==> config.mk <==
export PLATFORM = sky130hd
export DESIGN_NAME = cordic_fft
export DESIGN_NICKNAME = d
export VERILOG_FILES = /design/src/rtl/cordic_fft.sv
export SDC_FILE = /design/constraint.sdc
export NUM_CORES = 2
export LEC_CHECK = 0
export ABC_AREA = 1
export CAP_MARGIN = 15
export CELL_PAD_IN_SITES_DETAIL_PLACEMENT = 1
export CELL_PAD_IN_SITES_GLOBAL_PLACEMENT = 2
export CORE_MARGIN = 10
export CORE_UTILIZATION = 37
export CTS_BUF_LIST = sky130_fd_sc_hd__clkbuf_4 sky130_fd_sc_hd__clkbuf_8
export DETAILED_ROUTE_END_ITERATION = 10
export DONT_BUFFER_PORTS = 1
export PLACE_DENSITY_LB_ADDON = 0.1
export SLEW_MARGIN = 20
export SYNTH_ARGS = -nofsm -noshare
export SYNTH_HDL_FRONTEND = slang
export SYNTH_SLANG_ARGS = --single-unit
==> constraint.sdc <==
create_clock -name clk -period 10.5 [get_ports clk]
set_input_delay 0 -clock clk [delete_from_list [all_inputs] [get_ports clk]]
set_output_delay 0 -clock clk [all_outputs]
set_load 0.01 [all_outputs]
==> src/rtl/cordic_fft.sv <==
module cordic_fft #(
  parameter int N = 16,
  parameter int W = 16
) (
  input  logic                    clk,
  input  logic                    rst_n,
  input  logic                    in_valid,
  input  logic signed [W-1:0]     in_re,
  input  logic signed [W-1:0]     in_im,
  input  logic                    start,
  input  logic                    inverse,
  output logic                    busy,
  output logic                    done,
  output logic                    out_valid,
  output logic [$clog2(N)-1:0]    out_idx,
  output logic signed [W-1:0]     out_re,
  output logic signed [W-1:0]     out_im
);
  localparam int M  = $clog2(N);
  localparam int CW = W + 3;
  localparam int IW = $clog2(W);
  localparam int PW = 2 * W + 2;
  localparam logic signed [W+1:0] KC  = (W+2)'(64'd2608131496 >> (33 - W));
  localparam logic signed [31:0]  QTR = 32'sh4000_0000;

  typedef enum logic [2:0] {S_IDLE, S_BFLY, S_ROT, S_WB, S_OUT, S_DONE} st_t;
  st_t st;

  logic signed [W-1:0] mre [N];
  logic signed [W-1:0] mim [N];
  logic [M-1:0]  lptr, uptr, ur, span, ia, ib, tw, jm;
  logic [M-2:0]  j;
  logic [M-1:0]  stg;
  logic [IW-1:0] it;
  logic          inv_q;
  logic signed [CW-1:0] x, y, xs, ys, x0, y0;
  logic signed [31:0]   z, za, z0;
  logic signed [W:0]    sre, sim, dre, dim;

  function automatic logic signed [CW-1:0] gain_fix(input logic signed [W-1:0] d);
    logic signed [PW-1:0] p;
    p = (PW'(d) * PW'(KC)) >>> (W - 3);
    return p[CW-1:0];
  endfunction

  function automatic logic signed [W-1:0] sat(input logic signed [CW-1:0] v);
    logic signed [CW-1:0] r;
    r = CW'((v + 2) >>> 2);
    if (r[CW-1:W-1] != {(CW-W+1){r[CW-1]}})
      return r[CW-1] ? {1'b1, {(W-1){1'b0}}} : {1'b0, {(W-1){1'b1}}};
    return r[W-1:0];
  endfunction

  function automatic logic signed [31:0] atan_f(input logic [IW-1:0] i);
    case (i)
      0:  return 32'sd536870912;
      1:  return 32'sd316933406;
      2:  return 32'sd167458907;
      3:  return 32'sd85004756;
      4:  return 32'sd42667331;
      5:  return 32'sd21354465;
      6:  return 32'sd10679838;
      7:  return 32'sd5340245;
      8:  return 32'sd2670163;
      9:  return 32'sd1335087;
      10: return 32'sd667544;
      11: return 32'sd333772;
      12: return 32'sd166886;
      13: return 32'sd83443;
      14: return 32'sd41722;
      15: return 32'sd20861;
      default: return 32'(32'sd683565276 >>> i);
    endcase
  endfunction

  assign jm   = {1'b0, j};
  assign span = M'(1) << (M - 1 - stg);
  assign ia   = ((jm >> (M - 1 - stg)) << (M - stg)) | (jm & (span - M'(1)));
  assign ib   = ia | span;
  assign tw   = (jm & (span - M'(1))) << stg;

  assign sre = mre[ia] + mre[ib];
  assign sim = mim[ia] + mim[ib];
  assign dre = mre[ia] - mre[ib];
  assign dim = mim[ia] - mim[ib];
  assign xs  = gain_fix(dre[W:1]);
  assign ys  = gain_fix(dim[W:1]);

  always_comb begin
    za = {tw, {(32-M){1'b0}}};
    if (!inv_q) za = -za;
    x0 = xs; y0 = ys; z0 = za;
    if (za > QTR) begin
      x0 = -ys; y0 = xs; z0 = za - QTR;
    end else if (za < -QTR) begin
      x0 = ys; y0 = -xs; z0 = za + QTR;
    end
  end

  always_comb
    for (int i = 0; i < M; i++) ur[i] = uptr[M-1-i];

  always_ff @(posedge clk) begin
    if (!rst_n) begin
      st <= S_IDLE; lptr <= '0; uptr <= '0; j <= '0; stg <= '0; it <= '0;
      inv_q <= 1'b0; x <= '0; y <= '0; z <= '0;
    end else begin
      case (st)
        S_IDLE: begin
          if (in_valid) lptr <= lptr + M'(1);
          if (start) begin
            st <= S_BFLY; inv_q <= inverse; lptr <= '0; stg <= '0; j <= '0;
          end
        end
        S_BFLY: begin
          x <= x0; y <= y0; z <= z0; it <= '0; st <= S_ROT;
        end
        S_ROT: begin
          if (!z[31]) begin
            x <= x - (y >>> it); y <= y + (x >>> it); z <= z - atan_f(it);
          end else begin
            x <= x + (y >>> it); y <= y - (x >>> it); z <= z + atan_f(it);
          end
          if (it == IW'(W - 1)) st <= S_WB;
          else it <= it + IW'(1);
        end
        S_WB: begin
          if (j == '1) begin
            j <= '0;
            if (stg == M'(M - 1)) begin st <= S_OUT; uptr <= '0; end
            else begin stg <= stg + M'(1); st <= S_BFLY; end
          end else begin
            j <= j + 1'b1; st <= S_BFLY;
          end
        end
        S_OUT: begin
          uptr <= uptr + M'(1);
          if (uptr == M'(N - 1)) st <= S_DONE;
        end
        default: st <= S_IDLE;
      endcase
    end
  end

  always_ff @(posedge clk) begin
    if (st == S_IDLE && in_valid) begin
      mre[lptr] <= in_re; mim[lptr] <= in_im;
    end else if (st == S_BFLY) begin
      mre[ia] <= sre[W:1]; mim[ia] <= sim[W:1];
    end else if (st == S_WB) begin
      mre[ib] <= sat(x); mim[ib] <= sat(y);
    end
  end

  assign busy      = (st != S_IDLE);
  assign done      = (st == S_DONE);
  assign out_valid = (st == S_OUT);
  assign out_idx   = uptr;
  assign out_re    = mre[ur];
  assign out_im    = mim[ur];
endmodule

# [After elaboration in Yosys (flattened, before gate mapping)]
# Memory sizes are Yosys's and may differ from the RTL's. A register that Yosys moved wholly into a read port is not among the register bits.
# Index checks and enable logic that the tools add are counted.
[word_totals] ff_bits=93 mem_bits_rw=512 mem_bits_ro=960 input_bits=37 n_memories=4
[mem_list] name="(no name shown)" words=16 word_bits=30 read_ports=1 rd_ports_with_merged_regs=1 wr=0 line_no="55" source="case (i)"
[mem_list] name="(no name shown)" words=16 word_bits=30 read_ports=1 rd_ports_with_merged_regs=1 wr=0 line_no="55"
[mem_list] name="mim" words=16 word_bits=16 read_ports=3 rd_ports_with_merged_regs=1 wr=1 line_no="30" source="logic signed [W-1:0] mim [N];"
[mem_list] name="mre" words=16 word_bits=16 read_ports=3 rd_ports_with_merged_regs=1 wr=1 line_no="29" source="logic signed [W-1:0] mre [N];"
[op_classes] addsub=25 mul=2 n_lt_le_gt_ge=2 n_eq_ne=18 n_shift=6 n_mux=88 bitwise=3 n_reduce_logical=18
[ops] operator="32-bit two-way mux" n=10
[ops] operator="16-bit two-way mux" n=16
[ops] operator="19-bit two-way mux" n=6
[ops] operator="4-bit two-way mux" n=20
[ops] operator="19-bit one-hot mux with 2 select lines" n=2
[ops] operator="32-bit one-hot mux with 2 select lines" n=1
[ops] operator="16-bit OR reduction" n=4
[ops] operator="16-bit by 15-bit multiplier with 31-bit output, second input constant" n=2
[ops] operator="19-bit by 3-bit adder with 20-bit output, second input constant" n=2
[ops] operator="19-bit adder" n=2
[ops] operator="19-bit negator" n=2
[ops] operator="19-bit by 4-bit >>> shifter with 19-bit output" n=2
[ops] operator="19-bit subtractor" n=2
[ops] operator="16-bit by 16-bit adder with 17-bit output" n=2
[ops] operator="16-bit by 16-bit subtractor with 17-bit output" n=2
[ops] operator="32-bit adder" n=1
[ops] operator="32-bit adder, second input constant" n=1
[ops] operator="32-bit > comparator, second input constant" n=1
[ops] operator="32-bit by 31-bit < comparator with 1-bit output, second input constant" n=1
[ops] operator="32-bit negator" n=1
[ops] operator="1-bit by 32-bit left shift with 4-bit output, first input constant" n=1
[ops] operator="4-bit by 32-bit left shift with 4-bit output" n=1
[ops] operator="3-bit by 32-bit >> shifter with 4-bit output" n=1
[ops] operator="32-bit subtractor" n=1
[ops] operator="other kinds (29)" n=78

# [Longest topological paths before layout]
# An unclocked memory read counts as a cell.
[logic_depth] word_depth=13 ltp_mapped=68 mapped_depth_nobuf=65

# [Least setup slack after synthesis]
# Ideal clock, no wire load.
[synth_timing] path_type="register -> register" start="register stg[3]" end="register y[13]" t_arrival_ns=10.271 setup_slack_ns=0.101 stages_incl_launch_ff=60 path_buffers=4 period_less_slack_ns=10.399 cell_sequence="dfxtp_1 -> nor2_4 -> inv_2 -> nor2_1 -> inv_1 -> nor2_1 -> inv_2 -> ha_1 -> inv_1 -> nand2_1 -> inv_1 -> a21oi_1 -> buf_2 -> clkbuf_1 -> clkbuf_1 -> a21oi_1 -> o21ai_0 -> nand3_1 -> (+24 left out) -> fa_1 -> inv_1 -> ha_1 -> a21oi_1 -> o21a_1 -> o221ai_1 -> nor2_1 -> nand2_1 -> nand2_1 -> nand2_1 -> nor2_1 -> nand4_1 -> nor2_8 -> nand2_1 -> nand2_1 -> nand3_1 -> a21oi_1 -> a21oi_1"
[synth_via] elab_chain_len=13 elab_cells_between_ends=24
[synth_lines] item="start, declared" line_no="33" source="logic [M-1:0] stg;"
[synth_lines] item="start signal, assigned" line_no="105" source="st <= S_IDLE; lptr <= '0; uptr <= '0; j <= '0; stg <= '0; it <= '0;"
[synth_lines] item="start signal, assigned" line_no="112" source="st <= S_BFLY; inv_q <= inverse; lptr <= '0; stg <= '0; j <= '0;"
[synth_lines] item="start signal, assigned" line_no="131" source="else begin stg <= stg + M'(1); st <= S_BFLY; end"
[synth_lines] item="2-bit by 4-bit subtractor with 5-bit output" line_no="77, 78"
[synth_lines] item="1-bit by 32-bit left shift with 4-bit output" line_no="77" source="assign span = M'(1) << (M - 1 - stg);"
[synth_lines] item="4-bit by 1-bit subtractor with 4-bit output" line_no="78, 80"
[synth_lines] item="3-bit by 4-bit AND with 4-bit output" line_no="78, 80"
[synth_lines] item="4-bit OR" line_no="78" source="assign ia = ((jm >> (M - 1 - stg)) << (M - stg)) | (jm & (span - M'(1)));"
[synth_lines] item="4-bit OR" line_no="79" source="assign ib = ia | span;"
[synth_lines] item="memory read 16 x 16 bit"
[synth_lines] item="16-bit by 16-bit subtractor with 17-bit output" line_no="84" source="assign dre = mre[ia] - mre[ib];"
[synth_lines] item="16-bit by 15-bit multiplier with 31-bit output" line_no="42" source="p = (PW'(d) * PW'(KC)) >>> (W - 3);"
[synth_lines] item="19-bit negator" line_no="96" source="x0 = ys; y0 = -xs; z0 = za + QTR;"
[synth_lines] item="19-bit two-way mux" line_no="95" source="end else if (za < -QTR) begin"
[synth_lines] item="19-bit two-way mux *" line_no="93" source="if (za > QTR) begin"
[synth_lines] item="19-bit one-hot mux with 2 select lines *" line_no="108" source="case (st)"
[synth_lines] item="end signal, assigned" line_no="120" source="x <= x - (y >>> it); y <= y + (x >>> it); z <= z - atan_f(it);"
[synth_lines] item="end signal, assigned" line_no="122" source="x <= x + (y >>> it); y <= y - (x >>> it); z <= z + atan_f(it);"
[synth_lines] item="end, declared" line_no="36" source="logic signed [CW-1:0] x, y, xs, ys, x0, y0;"
# Every way passes the cells marked *; elsewhere a longest branch is shown, timed or not.
# A chain may end at the register's enable or synchronous reset.

# [Worst setup path after layout]
[layout_timing] start="register stg[1]" end="register y[7]"
# Same word-level chain as after synthesis.

==> impl_metrics.env <==
export IMPL_status="finished, final reports clean"
export IMPL_route_detailed_vias_per_inst=5.77
export IMPL_synthTopCellsByArea="sky130_fd_sc_hd__edfxtp_1 (27%), sky130_fd_sc_hd__nand2_1 (8.0%), sky130_fd_sc_hd__ha_1 (7.8%)"
export IMPL_critical_path_max_fanout=8
export IMPL_final_period_utilization=0.968
export IMPL_yosys_cell_count_top_type="sky130_fd_sc_hd__nand2_1"
export IMPL_netlist_area_leader_share=0.272
export IMPL_timing_critical_path_mode_cell="sky130_fd_sc_hd__buf_4"
export IMPL_place_hpwl_um=177000
export IMPL_tritoncts_num_sinks=639
export IMPL_startpoint_type="register"
export IMPL_hold_slack_ns=0.119
export IMPL_final_weighted_congestion_of_routability_driven_global_placement=0.909
export IMPL_synth_sequential_area_ratio=0.317
export IMPL_post_synth_num_cell_types=72
export IMPL_tritoncts="built"
export IMPL_dieArea_mm2=0.169
export IMPL_place_port_buffers=0
export IMPL_grt_pass1_wl_um=373000
export IMPL_die_h_um=411
export IMPL_relative_slew_slack=0.0835
export IMPL_detail_route_wirelength_um=260000
export IMPL_overflow=0
export IMPL_min_path_type="in2reg"
export IMPL_max_clock_freq_ghz=0.0984
export IMPL_dpl_cell_area_mm2=0.0622
export IMPL_insertion_delay_ns=0.90
export IMPL_worst_setup_hold_path_clk_slew_ns=0.06
export IMPL_hold_violations=0
export IMPL_number_of_antenna_violations_at_the_first_check_in_global_routing=32
export IMPL_start_util=0.372
export IMPL_leading_area_contributor_after_synthesis="sky130_fd_sc_hd__edfxtp_1"
export IMPL_drv_cap=0
export IMPL_synth_ff_latch_count=639
export IMPL_setup_worst_path_end_class="register"
export IMPL_required_ns=11.26
export IMPL_grt_setup_unrepaired="true"
export IMPL_postLayoutCellArea_mm2=0.0678
export IMPL_fp_dieW_um=411
export IMPL_grt_start_max_net_pins=151
export IMPL_ys_dominant_reg_cell="sky130_fd_sc_hd__edfxtp_1"
export IMPL_cts_inserted_buffers=130
export IMPL_drt_drc_violations_left=0
export IMPL_dr_pass1_iters=6
export IMPL_finalNetCount=8360
export IMPL_grt_pass1_vias=57800
export IMPL_via_count=57200
export IMPL_core_region_area_mm2=0.152
export IMPL_dp_cells=9535
export IMPL_cts_path_max_buffers=3
export IMPL_area_growth_pct=20.2
export IMPL_worstSetupPathType="reg2reg"
export IMPL_layoutNonFillerInstCount=9911
export IMPL_critical_path_top_delay_family="adder cells"
export IMPL_synth_edff_count=512
export IMPL_number_of_drc_violations_after_detailed_routing_iteration_0=4943
export IMPL_postSynthAreaPerCell_um2=7.67
export IMPL_cp_num_buf_inv=13
export IMPL_syn_instance_count=7356
export IMPL_netlist_top_cells_count="sky130_fd_sc_hd__nand2_1 (1207), sky130_fd_sc_hd__inv_1 (1072), sky130_fd_sc_hd__o21ai_0 (874), sky130_fd_sc_hd__a21oi_1 (741), sky130_fd_sc_hd__edfxtp_1 (512)"
export IMPL_yosys_warnings=0
export IMPL_setup_tns_ns=0
export IMPL_finalSetupViolations=0
export IMPL_count_of_boundary_i_o_pins=76
export IMPL_wire_per_inst_um=26.3
export IMPL_cts_root_buf="sky130_fd_sc_hd__clkbuf_8"
export IMPL_worst_endpoint_arrival_ns=10.92
export IMPL_std_cell_rows=143
export IMPL_postRouteAntennaNets=0
export IMPL_timing_critical_path_slowest_cell_delay_ns=0.55
export IMPL_postSynth_asyncResetShare=0
export IMPL_layout_drive_gt1_share=0.149
export IMPL_maxSlewViolCount=0
export IMPL_syn_num_nets=7948
export IMPL_worst_slew_pin_slew_ns=1.37
export IMPL_ctsHtreeMaxLevel=4
export IMPL_crit_slowest_cell="sky130_fd_sc_hd__fa_1"
export IMPL_gr_usage_all_layers=0.290
export IMPL_post_synth_instance_area_mm2=0.0564
export IMPL_finClkSkew_ns=0.0672
export IMPL_min_period_ns=10.16
-- final timing paths --
| kind | start | to | slack [ns] | cells past startpoint |
|---|---|---|---|---|
| setup / recovery | stg[1]$_SDFFE_PN0P_ | y[7]$_SDFFE_PN0P_ | 0.34 | 54 |
| hold reg to reg | z[2]$_SDFFE_PN0P_ | z[2]$_SDFFE_PN0P_ | 0.47 | 2 |
| setup reg to reg | stg[1]$_SDFFE_PN0P_ | y[7]$_SDFFE_PN0P_ | 0.34 | 54 |
| hold / removal | in_valid | lptr[2]$_SDFFE_PN0P_ | 0.12 | 5 |
-- cell type report --
type	count	area, µm²
well taps	2030	2540
repair buffers	693	6320
fillers	18500	83900
clock inverters	55	452
diodes	18	45.0
flip-flops and latches	639	17900
clock buffers	172	2150
repair inverters	2	27.5
multi-input cells	5213	34200
inverters	1089	4150
-- logic make-up after synthesis --
group,share of synthesized area
multiplexers,0.00709
buffers and inverters,0.101
AO/OA/AOI/OAI,0.228
AND/OR/NAND/NOR,0.162
adder cells (fa/ha/maj),0.150
flip-flops,0.317
XOR/XNOR,0.0340
-- worst register-to-register path, delay by kind of cell (launching register included) --
kind                     cells  cell delay, ns
AND/OR/NAND/NOR             18            2.11
XOR/XNOR                     4            0.62
flip-flops                   1            0.33
buffers and inverters       13            1.83
AO/OA/AOI/OAI               11            1.81
adder cells (fa/ha/maj)      8            3.34
-- sequential cells by signal, indices dropped and copies added, names as in the netlist, named ones only --
signal   flops
y           19
lptr         4
inv_q        1
x           19
mre        256
mim        256
st           3
z           32
j            3
out_idx      4
it           4
stg          4
-- per-stage QoR --
step	utilization	setup slack [ns]
detailed placement	0.410	-0.270
floorplan	-	0.101
CTS	0.431	0.00373
global placement	0.410	-0.119
global route	0.447	-0.180
finish	0.447	0.339
-- per-layer routing --
metal | track usage | up-vias | wire, µm
met1 | 0.395 | 28500 | 113000
met2 | 0.466 | 2078 | 117000
li1 | - | 26000 | -
met4 | 0.0880 | 16 | 9200
met3 | 0.0542 | 510 | 21000
met5 | 0 | - | 100
-- repair_timing --
item	CTS	global route
endpoints found under the hold margin	607	0
buffers inserted	1	64
hold buffers	45	0
gates cloned	0	21
resized for setup	13	276
pin swaps	0	88
endpoints found under the setup margin	19	36
-- layout by cell type (no fill, tap or decap), types with 27 or more instances in the layout --
master	Yosys	final
sky130_fd_sc_hd__fa_1	202	195
sky130_fd_sc_hd__nand3_1	368	358
sky130_fd_sc_hd__a31oi_1	50	40
sky130_fd_sc_hd__clkbuf_8	0	138
sky130_fd_sc_hd__nand2_1	1207	1175
sky130_fd_sc_hd__nand4_1	27	27
sky130_fd_sc_hd__xor2_1	156	140
sky130_fd_sc_hd__nor2_1	401	367
sky130_fd_sc_hd__ha_4	0	27
sky130_fd_sc_hd__mux2i_1	40	40
sky130_fd_sc_hd__o21ai_0	874	859
sky130_fd_sc_hd__inv_2	9	28
sky130_fd_sc_hd__buf_4	2	572
sky130_fd_sc_hd__o21ai_1	24	32
sky130_fd_sc_hd__buf_12	0	28
sky130_fd_sc_hd__xnor2_1	54	52
sky130_fd_sc_hd__clkinv_1	8	28
sky130_fd_sc_hd__a21oi_1	741	722
sky130_fd_sc_hd__edfxtp_1	512	512
sky130_fd_sc_hd__a221oi_1	30	27
sky130_fd_sc_hd__inv_1	1072	1051
sky130_fd_sc_hd__clkbuf_4	1	34
sky130_fd_sc_hd__dlygate4sd3_1	0	44
sky130_fd_sc_hd__nor3_1	58	47
sky130_fd_sc_hd__dfxtp_1	127	119
sky130_fd_sc_hd__nand2_2	18	44
sky130_fd_sc_hd__o22ai_1	27	27
sky130_fd_sc_hd__nor2_4	5	28
sky130_fd_sc_hd__a22oi_1	41	41
sky130_fd_sc_hd__ha_1	353	320
sky130_fd_sc_hd__o221ai_1	113	112
sky130_fd_sc_hd__o211ai_1	199	199
Power is left out: the tool's default activity adds up to more than one toggle a clock period on the data nets, which glitch-free logic cannot reach.
